### src/rtl/tmr_pkg.sv
package tmr_pkg;

    localparam int DATA_W = 32;

    typedef struct packed {
        logic mask;
        logic periodic;
        logic enable;
    } tmr_ctrl_t;

    typedef enum logic [3:0] {
        RK_NONE,
        RK_LOAD,
        RK_COUNT,
        RK_CTRL,
        RK_ACK,
        RK_STAT,
        RK_ALL_STAT,
        RK_ALL_ACK,
        RK_ALL_RAW,
        RK_VERSION
    } reg_kind_e;

endpackage

### src/rtl/tmr_decode.sv
module tmr_decode
    import tmr_pkg::*;
#(
    parameter int NUM_TMR = 2,
    parameter int ADDR_W  = 8,
    parameter int IDX_W   = 1
) (
    input  logic [ADDR_W-1:0] addr,
    output reg_kind_e         kind,
    output logic [IDX_W-1:0]  idx
);

    localparam int STRIDE   = 'h14;
    localparam int SHARED   = 'hA0;

    always_comb begin
        kind = RK_NONE;
        idx  = '0;
        for (int i = 0; i < NUM_TMR; i++) begin
            if (addr == ADDR_W'(i*STRIDE + 'h00)) begin kind = RK_LOAD;  idx = IDX_W'(i); end
            if (addr == ADDR_W'(i*STRIDE + 'h04)) begin kind = RK_COUNT; idx = IDX_W'(i); end
            if (addr == ADDR_W'(i*STRIDE + 'h08)) begin kind = RK_CTRL;  idx = IDX_W'(i); end
            if (addr == ADDR_W'(i*STRIDE + 'h0C)) begin kind = RK_ACK;   idx = IDX_W'(i); end
            if (addr == ADDR_W'(i*STRIDE + 'h10)) begin kind = RK_STAT;  idx = IDX_W'(i); end
        end
        if (addr == ADDR_W'(SHARED + 'h0)) kind = RK_ALL_STAT;
        if (addr == ADDR_W'(SHARED + 'h4)) kind = RK_ALL_ACK;
        if (addr == ADDR_W'(SHARED + 'h8)) kind = RK_ALL_RAW;
        if (addr == ADDR_W'(SHARED + 'hC)) kind = RK_VERSION;
    end

endmodule

### src/rtl/tmr_channel.sv
module tmr_channel
    import tmr_pkg::*;
#(
    parameter int CNT_W = 32
) (
    input  logic             clk,
    input  logic             rst_n,
    input  logic             wr_load,
    input  logic             wr_ctrl,
    input  logic             clr,
    input  logic [CNT_W-1:0] wdata,
    input  tmr_ctrl_t        ctrl_in,
    output logic [CNT_W-1:0] count,
    output logic [CNT_W-1:0] load,
    output tmr_ctrl_t        ctrl,
    output logic             raw
);

    typedef struct packed {
        logic [CNT_W-1:0] count;
        logic [CNT_W-1:0] load;
        tmr_ctrl_t        ctrl;
        logic             raw;
    } chan_t;

    chan_t st_d, st_q;
    logic  expire;
    logic [CNT_W-1:0] reload;

    always_comb begin
        st_d   = st_q;
        expire = st_q.ctrl.enable && (st_q.count <= CNT_W'(1));
        reload = st_q.ctrl.periodic ? st_q.load : '1;

        if (st_q.ctrl.enable) begin
            st_d.count = expire ? reload : st_q.count - CNT_W'(1);
        end
        if (wr_load) begin
            st_d.load = wdata;
        end
        if (wr_ctrl) begin
            st_d.ctrl = ctrl_in;
            if (ctrl_in.enable && !st_q.ctrl.enable) begin
                st_d.count = st_q.load;
            end
        end
        if (clr) begin
            st_d.raw = 1'b0;
        end
        if (expire) begin
            st_d.raw = 1'b1;
        end
    end

    always_ff @(posedge clk or negedge rst_n) begin
        if (!rst_n) begin
            st_q <= '0;
        end else begin
            st_q <= st_d;
        end
    end

    assign count = st_q.count;
    assign load  = st_q.load;
    assign ctrl  = st_q.ctrl;
    assign raw   = st_q.raw;

    // enabling starts the count at the load value
    a_r3_start_from_load: assert property (@(posedge clk) disable iff (!rst_n)
        $rose(st_q.ctrl.enable) |-> st_q.count == st_q.load);

    // a running count above 1 drops by exactly one
    a_r3_decrement: assert property (@(posedge clk) disable iff (!rst_n)
        (st_q.ctrl.enable && st_q.count > CNT_W'(1)) |=> st_q.count == $past(st_q.count) - CNT_W'(1));

    // expiry raises the pending bit even with a clear on the same clock
    a_r4_expiry_pends: assert property (@(posedge clk) disable iff (!rst_n)
        (st_q.ctrl.enable && st_q.count <= CNT_W'(1)) |=> st_q.raw);

    // periodic expiry reloads the load count
    a_r4_periodic_reload: assert property (@(posedge clk) disable iff (!rst_n)
        (st_q.ctrl.enable && st_q.ctrl.periodic && st_q.count <= CNT_W'(1))
        |=> st_q.count == $past(st_q.load));

    // free-running expiry reloads all ones
    a_r5_free_reload: assert property (@(posedge clk) disable iff (!rst_n)
        (st_q.ctrl.enable && !st_q.ctrl.periodic && st_q.count <= CNT_W'(1))
        |=> st_q.count == '1);

    // a clear without a coinciding expiry drops the pending bit
    a_r7_clear: assert property (@(posedge clk) disable iff (!rst_n)
        (clr && !(st_q.ctrl.enable && st_q.count <= CNT_W'(1))) |=> !st_q.raw);

    // a disabled timer holds its count until re-enabled
    a_r9_freeze: assert property (@(posedge clk) disable iff (!rst_n)
        !st_q.ctrl.enable |=> (st_q.ctrl.enable || $stable(st_q.count)));

endmodule

### src/rtl/apb_timer_bank.sv
module apb_timer_bank
    import tmr_pkg::*;
#(
    parameter int          NUM_TMR = 2,
    parameter int          CNT_W   = 32,
    parameter int          ADDR_W  = 8,
    parameter logic [31:0] VERSION = 32'h5444_0107
) (
    input  logic               pclk,
    input  logic               presetn,
    input  logic               psel,
    input  logic               penable,
    input  logic               pwrite,
    input  logic [ADDR_W-1:0]  paddr,
    input  logic [31:0]        pwdata,
    output logic [31:0]        prdata,
    output logic               pready,
    output logic [NUM_TMR-1:0] irq,
    output logic               irq_any
);

    localparam int IDX_W = (NUM_TMR > 1) ? $clog2(NUM_TMR) : 1;

    reg_kind_e          kind;
    logic [IDX_W-1:0]   idx;
    logic               access, do_wr, do_rd;
    logic [NUM_TMR-1:0] wr_load, wr_ctrl, clr;
    logic [NUM_TMR-1:0] raw_vec, mask_vec;
    logic [CNT_W-1:0]   cnt_arr  [NUM_TMR];
    logic [CNT_W-1:0]   load_arr [NUM_TMR];
    tmr_ctrl_t          ctrl_arr [NUM_TMR];

    tmr_decode #(.NUM_TMR(NUM_TMR), .ADDR_W(ADDR_W), .IDX_W(IDX_W)) i_dec (
        .addr (paddr),
        .kind (kind),
        .idx  (idx)
    );

    assign access = psel && penable;
    assign do_wr  = access && pwrite;
    assign do_rd  = access && !pwrite;

    always_comb begin
        for (int i = 0; i < NUM_TMR; i++) begin
            wr_load[i] = do_wr && kind == RK_LOAD && idx == IDX_W'(i);
            wr_ctrl[i] = do_wr && kind == RK_CTRL && idx == IDX_W'(i);
            clr[i]     = do_rd && ((kind == RK_ACK && idx == IDX_W'(i)) || kind == RK_ALL_ACK);
        end
    end

    for (genvar g = 0; g < NUM_TMR; g++) begin : g_tmr
        tmr_channel #(.CNT_W(CNT_W)) i_chan (
            .clk     (pclk),
            .rst_n   (presetn),
            .wr_load (wr_load[g]),
            .wr_ctrl (wr_ctrl[g]),
            .clr     (clr[g]),
            .wdata   (pwdata[CNT_W-1:0]),
            .ctrl_in (tmr_ctrl_t'(pwdata[2:0])),
            .count   (cnt_arr[g]),
            .load    (load_arr[g]),
            .ctrl    (ctrl_arr[g]),
            .raw     (raw_vec[g])
        );
        assign mask_vec[g] = ctrl_arr[g].mask;
    end

    assign irq     = raw_vec & ~mask_vec;
    assign irq_any = |irq;
    assign pready  = 1'b1;

    always_comb begin
        prdata = '0;
        case (kind)
            RK_LOAD:     prdata[CNT_W-1:0]   = load_arr[idx];
            RK_COUNT:    prdata[CNT_W-1:0]   = cnt_arr[idx];
            RK_CTRL:     prdata[2:0]         = ctrl_arr[idx];
            RK_STAT:     prdata[0]           = irq[idx];
            RK_ALL_STAT: prdata[NUM_TMR-1:0] = irq;
            RK_ALL_RAW:  prdata[NUM_TMR-1:0] = raw_vec;
            RK_VERSION:  prdata              = VERSION;
            default:     prdata              = '0;
        endcase
    end

endmodule

### config.mk
export PLATFORM = sky130hd
export DESIGN_NAME = apb_timer_bank
export DESIGN_NICKNAME = d
export VERILOG_FILES = /design/src/rtl/tmr_pkg.sv /design/src/rtl/tmr_decode.sv /design/src/rtl/tmr_channel.sv /design/src/rtl/apb_timer_bank.sv
export SDC_FILE = /design/constraint.sdc
export NUM_CORES = 1
export LEC_CHECK = 0
export BUFFER_PORTS_ARGS = -buffer_cell sky130_fd_sc_hd__buf_2
export CAP_MARGIN = 20
export CELL_PAD_IN_SITES_DETAIL_PLACEMENT = 1
export CELL_PAD_IN_SITES_GLOBAL_PLACEMENT = 2
export CORE_UTILIZATION = 32
export DETAILED_ROUTE_END_ITERATION = 10
export PLACE_DENSITY = 0.68
export SYNTH_ARGS = -nofsm -noshare
export SYNTH_HDL_FRONTEND = slang
export SYNTH_SLANG_ARGS = --single-unit
export TNS_END_PERCENT = 5
### constraint.sdc
create_clock -name pclk -period 4.6 [get_ports pclk]
set_clock_uncertainty 0.1 [all_clocks]
set_input_delay 0.69 -clock pclk [delete_from_list [all_inputs] [get_ports pclk]]
set_output_delay 0.69 -clock pclk [all_outputs]
set_load 0.02 [all_outputs]
======== Word-level counts from Yosys, hierarchy flattened ========
Index checks and enable logic that the tools add are counted.
cells by class
  bitwise gates (word level) .............. 4
  reductions and logical operators ........ 26
  muxes and demuxes ....................... 48
  eq/ne operators ......................... 22
  add/sub/neg operators ................... 2
  order comparisons ....................... 4
operator list
  kind                                                              count
  2-to-1 mux 32 bit                                                 16
  case mux 29 bit (3 select lines)                                  1
  less-or-equal comparator 32 x 1 -> 1 bit (second input constant)  2
  subtractor 32 x 1 -> 32 bit (second input constant)               2
  2-to-1 mux 4 bit                                                  13
  equality test 8 x 5 -> 1 bit (second input constant)              4
  equality test 8 bit (second input constant)                       4
  logical AND 1 bit                                                 17
  equality test 4 x 3 -> 1 bit (second input constant)              4
  equality test 8 x 4 -> 1 bit (second input constant)              2
  equality test 8 x 6 -> 1 bit (second input constant)              2
  2-to-1 mux 1 bit                                                  12
  2-to-1 mux 3 bit                                                  3
  equality test 4 x 2 -> 1 bit (second input constant)              2
  equality test 4 bit (second input constant)                       2
  equality test 8 x 3 -> 1 bit (second input constant)              1
  logical NOT 8 bit                                                 1
  case mux 1 bit (7 select lines)                                   1
  case mux 1 bit (6 select lines)                                   1
  equality test 4 x 1 -> 1 bit (second input constant)              1
  case mux 1 bit (4 select lines)                                   1
  nonzero test 2 bit                                                2
  logical NOT 1 bit                                                 3
  bitwise AND 2 bit                                                 1
  7 further kinds                                                   8
storage, ports and cells
  word-level logic and storage cells ...... 118
  output and inout port bits .............. 36
  bits of input ports ..................... 45
  flip-flop bits (word level) ............. 136

======== Longest topological paths before layout ========
  depth after elaboration ................. 21
  mapped depth ............................ 10
  mapped depth without buffers ............ 8

======== By module ========
Synthesis repeated with hierarchy kept, for this count alone.
unflattened totals
  cells, all modules ...................... 930
  area total of the unflattened synthesis .. 9145.0 um^2
by module, submodules not included
  module          cells each  instances  sequential area each (um^2)  area an instance (um^2)
  tmr_channel     372         2          1701.6                       3844.9
  apb_timer_bank  162         1          0.0                          1298.7
  tmr_decode      24          1          0.0                          156.4

======== Worst setup path before layout ========
No wires, ideal clock.
  path kind ............................... input to output
  start point ............................. in paddr[3]
  end point ............................... out prdata[11]
  slack ................................... 1.086 ns
  data required time ...................... 3.810 ns
  stages .................................. 9
  arrival time ............................ 2.724 ns
  buffers on the path ..................... 3
  cell sequence ........................... or3b_2 > o21ai_0 > nand2_1 > clkbuf_1 > buf_2 > buf_2 > nor2_1 > a21oi_1 > o22ai_1
between the ends
  longest elaborated chain between the ends .. 17
  elaborated cells on any way between the ends .. 44
  those cells by class .................... 16 x eq/ne; 26 x mux; 1 x bitwise; 1 x reduce/logical
ends and longest elaborated chain
  element                                            line                  text
  start: declaration                                 apb_timer_bank.sv:14  input logic [ADDR_W-1:0] paddr,
  logical NOT 8 bit                                  tmr_decode.sv:20      if (addr == ADDR_W'(i*STRIDE + 'h00)) begin kind = RK_LOAD; idx = IDX_W'(i); end
  2-to-1 mux 1 bit                                   tmr_decode.sv:20
  2-to-1 mux 4 bit                                   tmr_decode.sv:21      if (addr == ADDR_W'(i*STRIDE + 'h04)) begin kind = RK_COUNT; idx = IDX_W'(i); end
  2-to-1 mux 4 bit                                   tmr_decode.sv:22      if (addr == ADDR_W'(i*STRIDE + 'h08)) begin kind = RK_CTRL; idx = IDX_W'(i); end
  2-to-1 mux 4 bit                                   tmr_decode.sv:23      if (addr == ADDR_W'(i*STRIDE + 'h0C)) begin kind = RK_ACK; idx = IDX_W'(i); end
  2-to-1 mux 4 bit                                   tmr_decode.sv:24      if (addr == ADDR_W'(i*STRIDE + 'h10)) begin kind = RK_STAT; idx = IDX_W'(i); end
  2-to-1 mux 4 bit                                   tmr_decode.sv:20
  2-to-1 mux 4 bit                                   tmr_decode.sv:21
  2-to-1 mux 4 bit                                   tmr_decode.sv:22
  2-to-1 mux 4 bit                                   tmr_decode.sv:23
  2-to-1 mux 4 bit                                   tmr_decode.sv:24
  2-to-1 mux 4 bit                                   tmr_decode.sv:26      if (addr == ADDR_W'(SHARED + 'h0)) kind = RK_ALL_STAT;
  2-to-1 mux 4 bit                                   tmr_decode.sv:27      if (addr == ADDR_W'(SHARED + 'h4)) kind = RK_ALL_ACK;
  2-to-1 mux 4 bit                                   tmr_decode.sv:28      if (addr == ADDR_W'(SHARED + 'h8)) kind = RK_ALL_RAW;
  2-to-1 mux 4 bit                                   tmr_decode.sv:29      if (addr == ADDR_W'(SHARED + 'hC)) kind = RK_VERSION;
  equality test 4 bit, or another cell as far along  apb_timer_bank.sv:74  case (kind)
  case mux 29 bit (3 select lines) (*)               apb_timer_bank.sv:74
  end: declaration                                   apb_timer_bank.sv:16  output logic [31:0] prdata,
Mark *: on every way between the ends. The rest lies on a longest branch, timed or not. The select of a mux whose other input is x is not followed.

======== Worst setup path in the final report ========
  start point ............................. in paddr[3]
  end point ............................... out prdata[18]
Same word-level chain as after synthesis.

==> results by group <==
STA
  • Unrepaired setup endpoints after global routing: false
  • Total count of max-transition violations in the final report: 0
  • Min Hold Slack: 192 ps
  • Slew at the pin closest to its max-slew limit: 977 ps
  • Post-layout min period: 3890 ps
  • Period utilisation layout: 0.846
  • Headroom to the max-slew limit: 0.343
  • Final-layout setup total negative slack: 0 ps
  • Final Hold Viols: 0
  • Achievable frequency: 257 MHz
  • Final worst-path setup slack: 710 ps
  • # setup viols final: 0

Global route
  • Total track usage: 0.249
  • Via count of the first global-routing pass: 7815
  • First-pass GRT wire length: 51.6 mm
  • Largest net degree at the start of global routing: 70
  • Number of antenna violations at the first check in global routing: 0
  • Aggregate global routing overflow: 0

Die
  • Die X: 166 um
  • Core ar.: 26200 um^2
  • Die footprint: 27500 um^2
  • Row Count: 59
  • Number of primary I/O pins: 81
  • Die Y: 166 um
  • Initial standard-cell utilization of the core: 0.328

Routing
  • Detailed-router iteration count before antenna repair: 8
  • Count of nets left with antenna violations after detail routing: 0
  • Number of remaining DRC errors: 8
  • Routed wire length: 33.6 mm
  • DR vias/cell: 5.88
  • Avg WL per Cell: 25.5 um
  • First-iteration detailed-routing DRC count: 569
  • Vias after detailed routing: 7757

Clocking
  • Post-CTS Resized: 0
  • Later-pin clock latency in the skew report: 440 ps
  • TritonCTS Buffers: 17
  • Hold buffer count at CTS: 0
  • Clock root buffer: clkbuf_16
  • Num Clock Sinks: 136
  • Deepest clock path buffer count: 2
  • CTS H-tree depth: 4
  • Number of buffers inserted by post-CTS setup repair: 0
  • Clk pin slew, worst setup/hold paths: 60 ps
  • CTS tree: done

Power and ir drop
  • Static leakage: 4.67 nW
  • Final total power: 3.56 mW
  • Maximum VDD drop: 249 uV
  • Pwr Density: 355 nW/um^2

Yosys
  • Largest area contributor in the netlist: dfrtp_1
  • Yosys top cell area share: 0.396
  • Number of distinct library cells after synthesis: 69
  • Synthesized area per cell: 9.53 um^2
  • Post-synthesis instance area: 8600 um^2
  • Sequential-to-total area share from yosys stat: 0.396
  • Most area-consuming cells after synthesis: dfrtp_1, mux2i_1, mux2_2
  • Share of synthesized flip-flops with an asynchronous set or reset: 1.00
  • Number of synthesized flops with an enable pin: 0
  • Cell count after synthesis: 902
  • Count leader, synth: dfrtp_1
  • Top flip-flop cell by instance count after synthesis: dfrtp_1
  • Number of warnings reported in the yosys synthesis log: 0
  • Most used standard cells in the synthesized netlist: dfrtp_1, nor2_1, mux2i_1
  • Post-Syn Nets: 951
  • Number of register bits inferred by synthesis: 136

Placed design
  • Place WS: 755 ps
  • Total instance count after detailed placement: 1287
  • Total of buffers placed on input and output ports: 79
  • Final weighted congestion in routability-driven placement: 0.830
  • DP HPWL: 24.4 mm

Worst setup path
  • Critical-path top delay cell: or3b_2
  • Element type at the critical path end: primary output
  • Peak per-stage delay on the critical path: 530 ps
  • Number of buffers and inverters on the critical path: 3
  • Critical path startpoint category: primary input
  • Depth of the critical timing path with buffers and inverters included: 8
  • Critical path type: in -> out
  • Worst R2R Path Depth: 5
  • Req. time, crit path: 3810 ps
  • Kind of cell adding the most delay to the critical path: buffers and inverters
  • WP data arrival: 3100 ps
  • Cell breakdown of the critical path: buf_2 > or3b_2 > o21ai_0 > nand2_4 > buf_4 > mux2i_1 > o221ai_1 > buf_2
  • Crit-path most repeated cell: buf_2
  • Largest fanout of any net on the critical path: 39

Finish
  • Layout cells sized above 1: 0.229
  • Relative area change from synthesis to final layout: 16.7%
  • Final #Nets: 1020
  • Cell Count, Final, Fillers Out: 1319
  • Antenna diode count: 0

Worst hold path
  • Min-delay worst type: in -> async

Job
  • Max cap viols: 0

Run status
  • Violations in the final reports: DRC
  • Status: complete, but fails checks
-- registers in the layout, indices dropped and copies added (netlist names) --
register            flops
g_tmr.i_chan.count     64
g_tmr.i_chan.ctrl       6
g_tmr.i_chan.load      64
g_tmr.i_chan.raw        2
-- layout by cell type, fill, tap and decap left out, drive strengths merged, types with 4 or more instances in the layout --
cell type  instances
dfrtp            136
buf              106
nor2              77
mux2              71
mux2i             68
a21oi             50
nand2             49
nor3              47
o21ai             45
o22ai             35
nand3             31
nor4              24
inv               21
clkbuf            18
a31oi             12
xor2              11
o221ai            11
or4               10
nand3b            10
or3               10
o31ai              8
nand4              8
and3               8
nand2b             7
o41ai              7
xnor2              7
o21a               6
nor2b              6
o211ai             6
o311ai             6
nand4b             5
bufinv             5
nor3b              4
a211oi             4
ha                 4
-- logic make-up (layout without fill, tap and decap cells) --
group                      after synthesis  in the layout  synth area share
AOI/OAI and AO/OA                      219            219             0.165
xor gates and xnor gates                18             18            0.0183
adders and majority gates                4              4           0.00582
buffers and inverters                   72            154            0.0373
DFF                                    136            136             0.396
muxes                                  139            139             0.185
other                                    1              1          0.000436
and+or+nand+nor                        313            313             0.192
-- per-layer routing --
layer  up-vias  track usage  part of all wire
li1       3576            -                 -
met1      3927        0.347              0.47
met2       215        0.391              0.46
met3        39       0.0436             0.045
met4         0       0.0776             0.022
met5         -            0                 0
-- power breakdown --
group          switching [mW]  leakage [nW]  internal [mW]  total (mW)
Clock                   0.589         0.316          0.968        1.56
Combinational           0.272          2.68          0.214       0.485
Sequential              0.215          1.67           1.30        1.52
Total                    1.08          4.67           2.48        3.56
-- through the flow --
stage / utilization / cell area, um^2
after CTS: 0.383 / 10000
after global placement: 0.358 / 9390
after floorplan: - / 8600
after detailed placement: 0.358 / 9390
after global routing: 0.383 / 10000
final: 0.383 / 10000
-- worst paths after layout --
| kind | startpoint | endpoint | slack [ps] |
|---|---|---|---|
| setup reg to reg | g_tmr[0].i_chan.count[9] | g_tmr[0].i_chan.count[28] | 1040 |
| hold / removal | presetn | g_tmr[1].i_chan.count[12] | 190 |
| min in group pclk | pwdata[21] | g_tmr[1].i_chan.load[21] | 390 |
| setup / recovery | paddr[3] | prdata[18] | 710 |
| max in group asynchronous | presetn | g_tmr[1].i_chan.count[1] | 3230 |
| hold reg to reg | g_tmr[0].i_chan.raw | g_tmr[0].i_chan.raw | 430 |
-- area by class of cell --
cell class / instances / area [um^2]
fill: 3002 / 16200
multi-input combinational: 694 / 4900
sequential: 136 / 3400
timing repair buffer: 106 / 604
clock buffer: 18 / 429
tap: 335 / 419
clock inverter: 14 / 216
inverter: 16 / 60.1
Power figures use the tool's default switching activity.
